## src/rtl/ddr2_win_pkg.sv

```systemverilog
package ddr2_win_pkg;
  localparam int CL_MIN    = 3;
  localparam int CL_MAX    = 5;
  localparam int AL_MAX    = 4;
  localparam int BEATS_MAX = 8;
  localparam int BEATS_MIN = 4;
  localparam int LAT_MAX   = AL_MAX + CL_MAX;
  localparam int DEPTH     = LAT_MAX + BEATS_MAX / 2;
  localparam int LAT_W     = $clog2(DEPTH + 1);
  localparam int FLD_W     = 3;

  typedef logic [DEPTH-1:0] occ_t;

  typedef struct packed {
    logic [FLD_W-1:0] cl;
    logic [FLD_W-1:0] al;
    logic             bl8;
  } mode_t;

  // Bits [lat, lat+nclk) set: cycles a burst occupies, counted from the edge after insertion.
  function automatic occ_t span_mask(input logic [LAT_W-1:0] lat, input logic [LAT_W-1:0] nclk);
    occ_t m;
    for (int i = 0; i < DEPTH; i++) begin
      m[i] = (LAT_W'(i) >= lat) && ((LAT_W+1)'(i) < ((LAT_W+1)'(lat) + (LAT_W+1)'(nclk)));
    end
    return m;
  endfunction
endpackage

```

## src/rtl/ddr2_win_rst_sync.sv

```systemverilog
module ddr2_win_rst_sync #(
  parameter int STAGES = 2
) (
  input  logic clk,
  input  logic rst_n,
  output logic rst_sync_n
);
  logic [STAGES-1:0] sync_q;
  logic [STAGES-1:0] sync_d;

  always_comb begin
    sync_d = {sync_q[STAGES-2:0], 1'b1};
  end

  always_ff @(posedge clk or negedge rst_n) begin
    if (!rst_n) sync_q <= '0;
    else        sync_q <= sync_d;
  end

  assign rst_sync_n = sync_q[STAGES-1];
endmodule

```

## src/rtl/ddr2_win_cfg.sv

```systemverilog
module ddr2_win_cfg
  import ddr2_win_pkg::*;
(
  input  logic             clk,
  input  logic             rst_n,
  input  logic             load_i,
  input  logic [FLD_W-1:0] cl_i,
  input  logic [FLD_W-1:0] al_i,
  input  logic             bl8_i,
  input  logic             busy_i,
  output mode_t            mode_o,
  output logic             err_o
);
  mode_t mode_q, mode_d;
  logic  err_q, err_d;
  logic  legal, accept;

  always_comb begin
    legal  = (cl_i >= FLD_W'(CL_MIN)) && (cl_i <= FLD_W'(CL_MAX)) && (al_i <= FLD_W'(AL_MAX));
    accept = load_i && legal && !busy_i;
    mode_d = mode_q;
    if (accept) begin
      mode_d.cl  = cl_i;
      mode_d.al  = al_i;
      mode_d.bl8 = bl8_i;
    end
    err_d = load_i && !accept;
  end

  always_ff @(posedge clk or negedge rst_n) begin
    if (!rst_n) begin
      mode_q <= '{cl: FLD_W'(CL_MIN), al: '0, bl8: 1'b0};
      err_q  <= 1'b0;
    end else begin
      if (accept) mode_q <= mode_d;
      err_q <= err_d;
    end
  end

  assign mode_o = mode_q;
  assign err_o  = err_q;

  assert_mode_legal_R7: assert property (@(posedge clk) disable iff (!rst_n)
    (mode_q.cl >= FLD_W'(CL_MIN)) && (mode_q.cl <= FLD_W'(CL_MAX)) && (mode_q.al <= FLD_W'(AL_MAX)));
  assert_mode_hold_busy_R8: assert property (@(posedge clk) disable iff (!rst_n)
    busy_i |=> $stable(mode_q));
  assert_err_has_load_R9: assert property (@(posedge clk) disable iff (!rst_n)
    err_q |-> $past(load_i));
endmodule

```

## src/rtl/ddr2_win_lane.sv

```systemverilog
module ddr2_win_lane
  import ddr2_win_pkg::*;
(
  input  logic clk,
  input  logic rst_n,
  input  logic ins_en,
  input  occ_t ins_mask,
  input  occ_t probe_mask,
  output logic win_o,
  output logic busy_o,
  output logic hit_o
);
  occ_t occ_q, occ_d, occ_adv;
  logic occ_en;

  always_comb begin
    occ_adv = occ_q >> 1;
    occ_d   = occ_adv | (ins_en ? ins_mask : '0);
    occ_en  = ins_en || (occ_q != '0);
  end

  always_ff @(posedge clk or negedge rst_n) begin
    if (!rst_n)      occ_q <= '0;
    else if (occ_en) occ_q <= occ_d;
  end

  assign win_o  = occ_q[0];
  assign busy_o = |occ_q;
  assign hit_o  = |(occ_adv & probe_mask);

  assert_burst_two_clk_R4: assert property (@(posedge clk) disable iff (!rst_n)
    $rose(win_o) |=> win_o);
  assert_rise_was_queued_R2: assert property (@(posedge clk) disable iff (!rst_n)
    $rose(win_o) |-> $past(busy_o));
endmodule

```

## src/rtl/ddr2_data_window_gen.sv

```systemverilog
module ddr2_data_window_gen
  import ddr2_win_pkg::*;
(
  input  logic             clk,
  input  logic             rst_n,
  input  logic             cmd_valid,
  input  logic             cmd_is_write,
  input  logic             cfg_load,
  input  logic [FLD_W-1:0] cfg_cas_lat,
  input  logic [FLD_W-1:0] cfg_add_lat,
  input  logic             cfg_burst8,
  output logic             rd_window,
  output logic             wr_window,
  output logic             dm_window,
  output logic             cfg_err,
  output logic             turn_conflict
);
  logic             rst_sync_n;
  mode_t            mode;
  logic [LAT_W-1:0] rd_lat, wr_lat, nclk;
  occ_t             rd_span, wr_span;
  logic             rd_ins, wr_ins;
  logic             rd_busy, wr_busy, rd_hit, wr_hit;
  logic             rd_win, wr_win;
  logic             cfg_busy;
  logic             clash_q, clash_d;

  ddr2_win_rst_sync #(.STAGES(2)) u_rst (
    .clk        (clk),
    .rst_n      (rst_n),
    .rst_sync_n (rst_sync_n)
  );

  always_comb begin
    rd_lat  = LAT_W'(mode.al) + LAT_W'(mode.cl);
    wr_lat  = rd_lat - LAT_W'(1);
    nclk    = mode.bl8 ? LAT_W'(BEATS_MAX / 2) : LAT_W'(BEATS_MIN / 2);
    rd_span = span_mask(rd_lat, nclk);
    wr_span = span_mask(wr_lat, nclk);
    rd_ins  = cmd_valid && !cmd_is_write;
    wr_ins  = cmd_valid && cmd_is_write;
    cfg_busy = rd_busy || wr_busy || cmd_valid;
    // A new write is probed against booked reads and vice versa.
    clash_d = (wr_ins && rd_hit) || (rd_ins && wr_hit);
  end

  ddr2_win_cfg u_cfg (
    .clk    (clk),
    .rst_n  (rst_sync_n),
    .load_i (cfg_load),
    .cl_i   (cfg_cas_lat),
    .al_i   (cfg_add_lat),
    .bl8_i  (cfg_burst8),
    .busy_i (cfg_busy),
    .mode_o (mode),
    .err_o  (cfg_err)
  );

  ddr2_win_lane u_rd_lane (
    .clk        (clk),
    .rst_n      (rst_sync_n),
    .ins_en     (rd_ins),
    .ins_mask   (rd_span),
    .probe_mask (wr_span),
    .win_o      (rd_win),
    .busy_o     (rd_busy),
    .hit_o      (rd_hit)
  );

  ddr2_win_lane u_wr_lane (
    .clk        (clk),
    .rst_n      (rst_sync_n),
    .ins_en     (wr_ins),
    .ins_mask   (wr_span),
    .probe_mask (rd_span),
    .win_o      (wr_win),
    .busy_o     (wr_busy),
    .hit_o      (wr_hit)
  );

  always_ff @(posedge clk or negedge rst_sync_n) begin
    if (!rst_sync_n) clash_q <= 1'b0;
    else             clash_q <= clash_d;
  end

  assign rd_window     = rd_win;
  assign wr_window     = wr_win;
  assign dm_window     = wr_win;
  assign turn_conflict = clash_q;

  assert_clash_has_cmd_R10: assert property (@(posedge clk) disable iff (!rst_sync_n)
    turn_conflict |-> $past(cmd_valid));
  assert_clash_one_cycle_R10: assert property (@(posedge clk) disable iff (!rst_sync_n)
    turn_conflict && !cmd_valid |=> !turn_conflict);
  assert_cfg_err_pulse_R8: assert property (@(posedge clk) disable iff (!rst_sync_n)
    cfg_err && !cfg_load |=> !cfg_err);
endmodule

```

## config.mk

```make
export PLATFORM = sky130hd
export DESIGN_NAME = ddr2_data_window_gen
export DESIGN_NICKNAME = d
export VERILOG_FILES = /design/src/rtl/ddr2_win_pkg.sv /design/src/rtl/ddr2_win_rst_sync.sv /design/src/rtl/ddr2_win_cfg.sv /design/src/rtl/ddr2_win_lane.sv /design/src/rtl/ddr2_data_window_gen.sv
export SDC_FILE = /design/constraint.sdc
export NUM_CORES = 1
export LEC_CHECK = 0
export BUFFER_PORTS_ARGS = -buffer_cell sky130_fd_sc_hd__buf_2
export CAP_MARGIN = 20
export CORE_MARGIN = 1
export CORE_UTILIZATION = 55
export CTS_BUF_LIST = sky130_fd_sc_hd__clkbuf_16
export DETAILED_ROUTE_END_ITERATION = 16
export HOLD_SLACK_MARGIN = 0.08
export PLACE_DENSITY = 0.79
export SLEW_MARGIN = 10
export SYNTH_ARGS = -nofsm -noshare
export SYNTH_HDL_FRONTEND = slang
export SYNTH_HIERARCHICAL = 1
export SYNTH_SLANG_ARGS = --single-unit
```

## constraint.sdc

```tcl
create_clock -name clk -period 1.33 [get_ports clk]
set_input_delay 0.133 -clock clk [delete_from_list [all_inputs] [get_ports clk]]
set_output_delay 0.133 -clock clk [all_outputs]
set_load 0.03 [all_outputs]
```

==> summary.md, run 1 <==
| Metric | Value |
|---|---|
| Result of the run | `did not finish` |
| Number of post-CTS setup repair buffers | `15` |
| Cell count after synthesis | `about 250` |
| Hold_buf cts | `1` |
| Area share of fa/ha/maj cells after synthesis | `8.567%` |
| Count of synthesis-stage warnings from yosys | `6` |
| DIE HEIGHT | `68.79 um` |
| Clock Path Buffers | `2` |
| Sink Count | `37` |
| I/O pin count | `17` |
| Floorplan die width | `68.79 um` |
| Gates resized, CTS repair | `63` |
| Setup Slack @ Placement | `-2.338 ns` |
| Area of the mapped netlist | `roughly 2500 sq um` |
| Root buffer cell | `clkbuf_16` |
| Post-Synth XOR/XNOR Area | `1.326%` |
| Buffers added on ports | `16` |
| Error Message | `[ERROR DPL-0038] Utilization greater than 100%, impossible to legalize` |
| Share of async-settable or async-resettable flops after synthesis | `100.0%` |
| Number of cell rows | `23` |
| Final HPWL DP | `about 7.4 mm` |
| H-tree level count | `2` |
| Synth Register Bits | `37` |
| Sequential fraction of the synthesis area | `approximately 38%` |
| Starting density of the core | `59.21%` |
| Post-synthesis share of cell area spent on and, or, nand and nor gates | `13.97%` |
| Count of flip-flops with a built-in enable after synthesis | `0` |
| Number of buffers added by the clock tree synthesis step | `5` |
| Weighted congestion at the end of routability-driven global placement | `1.008` |
| Avg Synthesized Cell Area | `9.974 sq um` |
| Fraction of synthesized area in multiplexers | `3.111%` |
| Main combinational cell family by area after synthesis | `compound AO/OA/AOI/OAI gates` |
| Top_reg_cell synth | `dfrtp_1` |
| Unique masters post-synth | `54` |
| Post-synthesis compound-gate area fraction | `30.90%` |
| Last flow stage reached | `clock tree synthesis (4_1_cts)` |
| Net count after synthesis | `273` |
## metrics by stage
stage	hold WS (ns)	TNS, ns	cell area (sq um)	instances
3_3_place_gp	-0.08191	-54.63	3680	419
3_5_place_dp	-0.07125	-57.89	3680	419
2_1_floorplan	-0.1626	-47.86	2725	246
## cells in the mapped netlist (5+ instances only)
cell / instances / share of area, %
a21oi_1: 7 / 1.4
o21ai_0: 10 / 2.0
ha_1: 12 / 6.1
nand2_1: 14 / 2.1
a211oi_1: 7 / 2.1
nor2b_1: 5 / 1.3
nand3_1: 6 / 1.2
nor3_1: 6 / 1.2
nor2_1: 15 / 2.3
a221oi_2: 6 / 3.7
a22o_1: 6 / 2.1
o22ai_1: 6 / 1.5
dfrtp_1: 35 / 36
a21o_1: 23 / 7.0
inv_1: 13 / 2.0
mux2_2: 5 / 2.3
clkbuf_1: 6 / 0.92
## cell families after synthesis
kind of cell	Yosys count
AND/OR/NAND/NOR	67
XOR/XNOR	2
AO/OA/AOI/OAI	92
buffers and inverters	25
multiplexers	7
other	1
adder cells (fa/ha/maj)	15
flip-flops	37
==> run 2, diff against run 1 <==
--- a/config.mk
+++ b/config.mk
@@ -8,11 +8,9 @@
 export BUFFER_PORTS_ARGS = -buffer_cell sky130_fd_sc_hd__buf_2
 export CAP_MARGIN = 20
 export CORE_MARGIN = 1
-export CORE_UTILIZATION = 55
-export CTS_BUF_LIST = sky130_fd_sc_hd__clkbuf_16
+export CORE_UTILIZATION = 40
 export DETAILED_ROUTE_END_ITERATION = 16
-export HOLD_SLACK_MARGIN = 0.08
-export PLACE_DENSITY = 0.79
+export PLACE_DENSITY_LB_ADDON = 0.15
 export SLEW_MARGIN = 10
 export SYNTH_ARGS = -nofsm -noshare
 export SYNTH_HDL_FRONTEND = slang
==> summary.md, run 2 <==
| Metric | Value |
|---|---|
| Final worst-path cycle share | `270.4%` |
| Commonest cells in the synthesized netlist | `dfrtp_1, a21o_1, nor2_1, nand2_1, inv_1` |
| Violations in the final reports | `setup timing` |
| Top_reg_cell synth | `dfrtp_1` |
| Max Slew Vio Count | `0` |
| Commonest cells after routing, fill and taps aside | `buf_4, dfrtp_1, a21o_1` |
| Area of the mapped netlist | `2454 sq um` |
| Total count of hold-check failures in the final report | `0` |
| Root buffer cell | `clkbuf_8` |
| Detailed-route wire length | `a little under 9 mm` |
| Most common cell in the netlist | `dfrtp_1` |
| Share of async-settable or async-resettable flops after synthesis | `100.0%` |
| Unrepaired setup endpoints after global routing | `true` |
| Fraction of layout cells with a size suffix above 1 | `around 65%` |
| Number of global-route vias before repair | `approximately 2800` |
| Clock-pin slew of the registers on the worst-case setup and hold paths | `0.08 ns` |
| Global routing usage summed across all routing layers | `29.33%` |
| Static power due to leakage | `2.131 nW` |
| Count of synthesis-stage warnings from yosys | `6` |
| Post-route setup TNS | `-56.65 ns` |
| Final HPWL DP | `between 6 and 7 mm` |
| Number of buffers added by the clock tree synthesis step | `5` |
| Avg Synthesized Cell Area | `9.974 sq um` |
| Most common cell after layout, fill and taps aside | `buf_4` |
| Tightest Hold Check Type | `in -> reg` |
| Setup Slack @ Placement | `-2.267 ns` |
| Wire length of the first global-routing pass | `13.93 mm` |
| I/O pin count | `17` |
| DIE HEIGHT | `between 80 and 90 um` |
| P per Cell Area | `1659 nW/um^2` |
| Sum of overflow across all layers after global routing | `0` |
| Library cell occupying the most area in the post-synthesis netlist | `dfrtp_1` |
| Final worst setup slack | `-2.267 ns` |
| Vias | `2585` |
| Delay of the slowest cell on the worst path | `between 0.5 and 0.6 ns` |
| Weighted congestion at the end of routability-driven global placement | `roughly 0.91` |
| Placeable core region | `5921 sq um` |
| Post-layout nets | `426` |
| Worst Skew | `~0.01 ns` |
| Drt first pass iters | `4` |
| Remaining max-slew budget at the tightest pin | `roughly 40%` |
| Layout Cells excl Fill | `475` |
| Area share of fa/ha/maj cells after synthesis | `8.567%` |
| Highest attainable clock frequency | `278.0 MHz` |
| Highest ir drop seen on vdd | `~1300 uV` |
| Setup-failing EPs final | `35` |
| Starting DRC count in detailed routing | `163` |
| Post-synthesis share of cell area spent on and, or, nand and nor gates | `13.97%` |
| Number of placed instances with taps included | `451` |
| Starting density of the core | `roughly two fifths` |
| Maximum capacitance violations | `0` |
| Fraction of synthesized area in multiplexers | `3.111%` |
| Post-Synth XOR/XNOR Area | `between 1 and 1.5%` |
| Buffers added on ports | `16` |
| Clock period minus worst slack | `3.597 ns` |
| Critical Path Start Type | `flip-flop` |
| Type of element capturing the critical path | `flip-flop` |
| Net count after synthesis | `273` |
| Cell count after synthesis | `approximately 250` |
| Chain of cells forming the critical path | `ha_4, inv_2, fa_2, inv_2, buf_6, ha_4, fa_2, buf_12, o21ai_2, nor2b_4, nor3_2, buf_4, a22o_1, a221oi_2, nand3_1, mux2i_1, nor2b_1` |
| Pin count of the biggest net entering global routing | `36` |
| Sequential fraction of the synthesis area | `37.84%` |
| Sink Count | `37` |
| Data required, critical path | `around 1.5 ns` |
| Number of antenna violations at the first check in global routing | `0` |
| Clk_lat worst skew | `0.30 ns` |
| Count of flip-flops with a built-in enable after synthesis | `0` |
| Remaining routing DRC violations | `0` |
| TritonCTS clock tree | `built` |
| Number of cell rows | `28` |
| Type of the setup path with the least slack | `reg -> reg` |
| Area fraction of the dominant cell type after synthesis | `35.70%` |
| Worst-path maximum fanout | `6` |
| Main combinational cell family by area after synthesis | `compound AO/OA/AOI/OAI gates` |
| Cell with the largest stage delay on the worst path | `dfstp_2` |
| Result of the run | `finished with violations` |
| Clock Path Buffers | `2` |
| Post-synthesis compound-gate area fraction | `30.90%` |
| Layout Area Growth over Synthesis | `80.16%` |
| Cell types occupying the most area after synthesis | `dfrtp_1, a21o_1, ha_1` |
| Transition time at the pin with the least slew margin | `0.8954 ns` |
| Antenna diode count | `0` |
| Synth Register Bits | `37` |
| H-tree level count | `2` |
| Final antenna-violating net count | `0` |
| Data arrival time of the worst path | `about 3.8 ns` |
| Number of vias per cell | `5.442` |
| Unique masters post-synth | `between 50 and 60` |
| Average routed wire per standard cell | `18.63 um` |
| Floorplan die width | `80.32 um` |
| Die area | `~6500 sq um` |
[run 2: what timing repair did]
| action | CTS | global route |
|---|---|---|
| endpoints found under the setup margin | 35 | 35 |
| gates resized for setup | 73 | 19 |
| endpoints found under the hold margin | 2 | 0 |
| hold buffers | 1 | 0 |
| buffers inserted | 20 | 7 |
| pin swaps | 38 | 13 |
[run 2: layout make-up]
cell class | instances | area (sq um)
clock inverter | 1 | 8.758
sequential | 37 | 929.6
tap | 75 | 93.84
inverter | 15 | 71.32
multi-input combinational | 184 | 1951
timing repair buffer | 156 | 1270
clock buffer | 7 | 96.34
fill | 411 | 1500
[run 2: metrics by stage]
step,hold WS (ns),cell area (sq um),total power [mW],util (%)
after floorplan,-0.1626,2725,3.608,-
after global placement,-0.08213,3764,5.339,63.57
after detailed placement,-0.07934,3764,5.404,63.57
after CTS,0.05961,4320,7.073,72.97
after global routing,0.07347,4420,7.683,74.66
final,0.06103,4420,7.335,74.66
[run 2: report_power, final]
| group | switching (mW) | internal (mW) |
|---|---|---|
| combinational | 2.22 | 2.53 |
| clock | 0.436 | 0.479 |
| sequential | 0.226 | 1.44 |
[run 2: kinds of logic (layout without fill, tap and decap cells)]
family	after synthesis	count (layout)
and+or+nand+nor	67	67
buffers and inverters	25	179
muxes	7	7
DFF	37	37
AOI/OAI and AO/OA	92	92
other	1	1
adders and majority gates	15	15
xor gates and xnor gates	2	2
[run 2: path summary, 6_finish.rpt]
path | startpoint | end | slack (ns) | cells past startpoint
min | cfg_burst8 | u_cfg/mode_o[0] | 0.06 | 2
max reg2reg | u_cfg/mode_o[4] | turn_conflict | -2.27 | 17
min in group asynchronous | rst_n | u_rst/sync_q[1] | 0.17 | 2
max in group asynchronous | u_rst/sync_q[1] | u_cfg/mode_o[4] | 0.86 | 1
min reg2reg | u_rst/sync_q[1] | turn_conflict | 0.23 | 1
max | u_cfg/mode_o[4] | turn_conflict | -2.27 | 17
[run 2: layer usage]
metal / vias up / global-route usage [%] / wire length (um)
met5: - / 0 / 0
met3: 20 / 3.750 / 354
met4: 0 / 9.107 / 178
li1: 1231 / - / -
met1: 1274 / 38.23 / 3936
met2: 60 / 50.34 / 4379
[run 2: worst max-delay path, delay by kind of cell, from the launching register on]
kind	cells	cell delay (ns)
compound gates	3	0.47
flops	1	0.56
mux	1	0.15
buf+inv	5	0.55
fa+ha+maj	4	1.34
simple gates	4	0.41
Power figures use the tool's default switching activity.
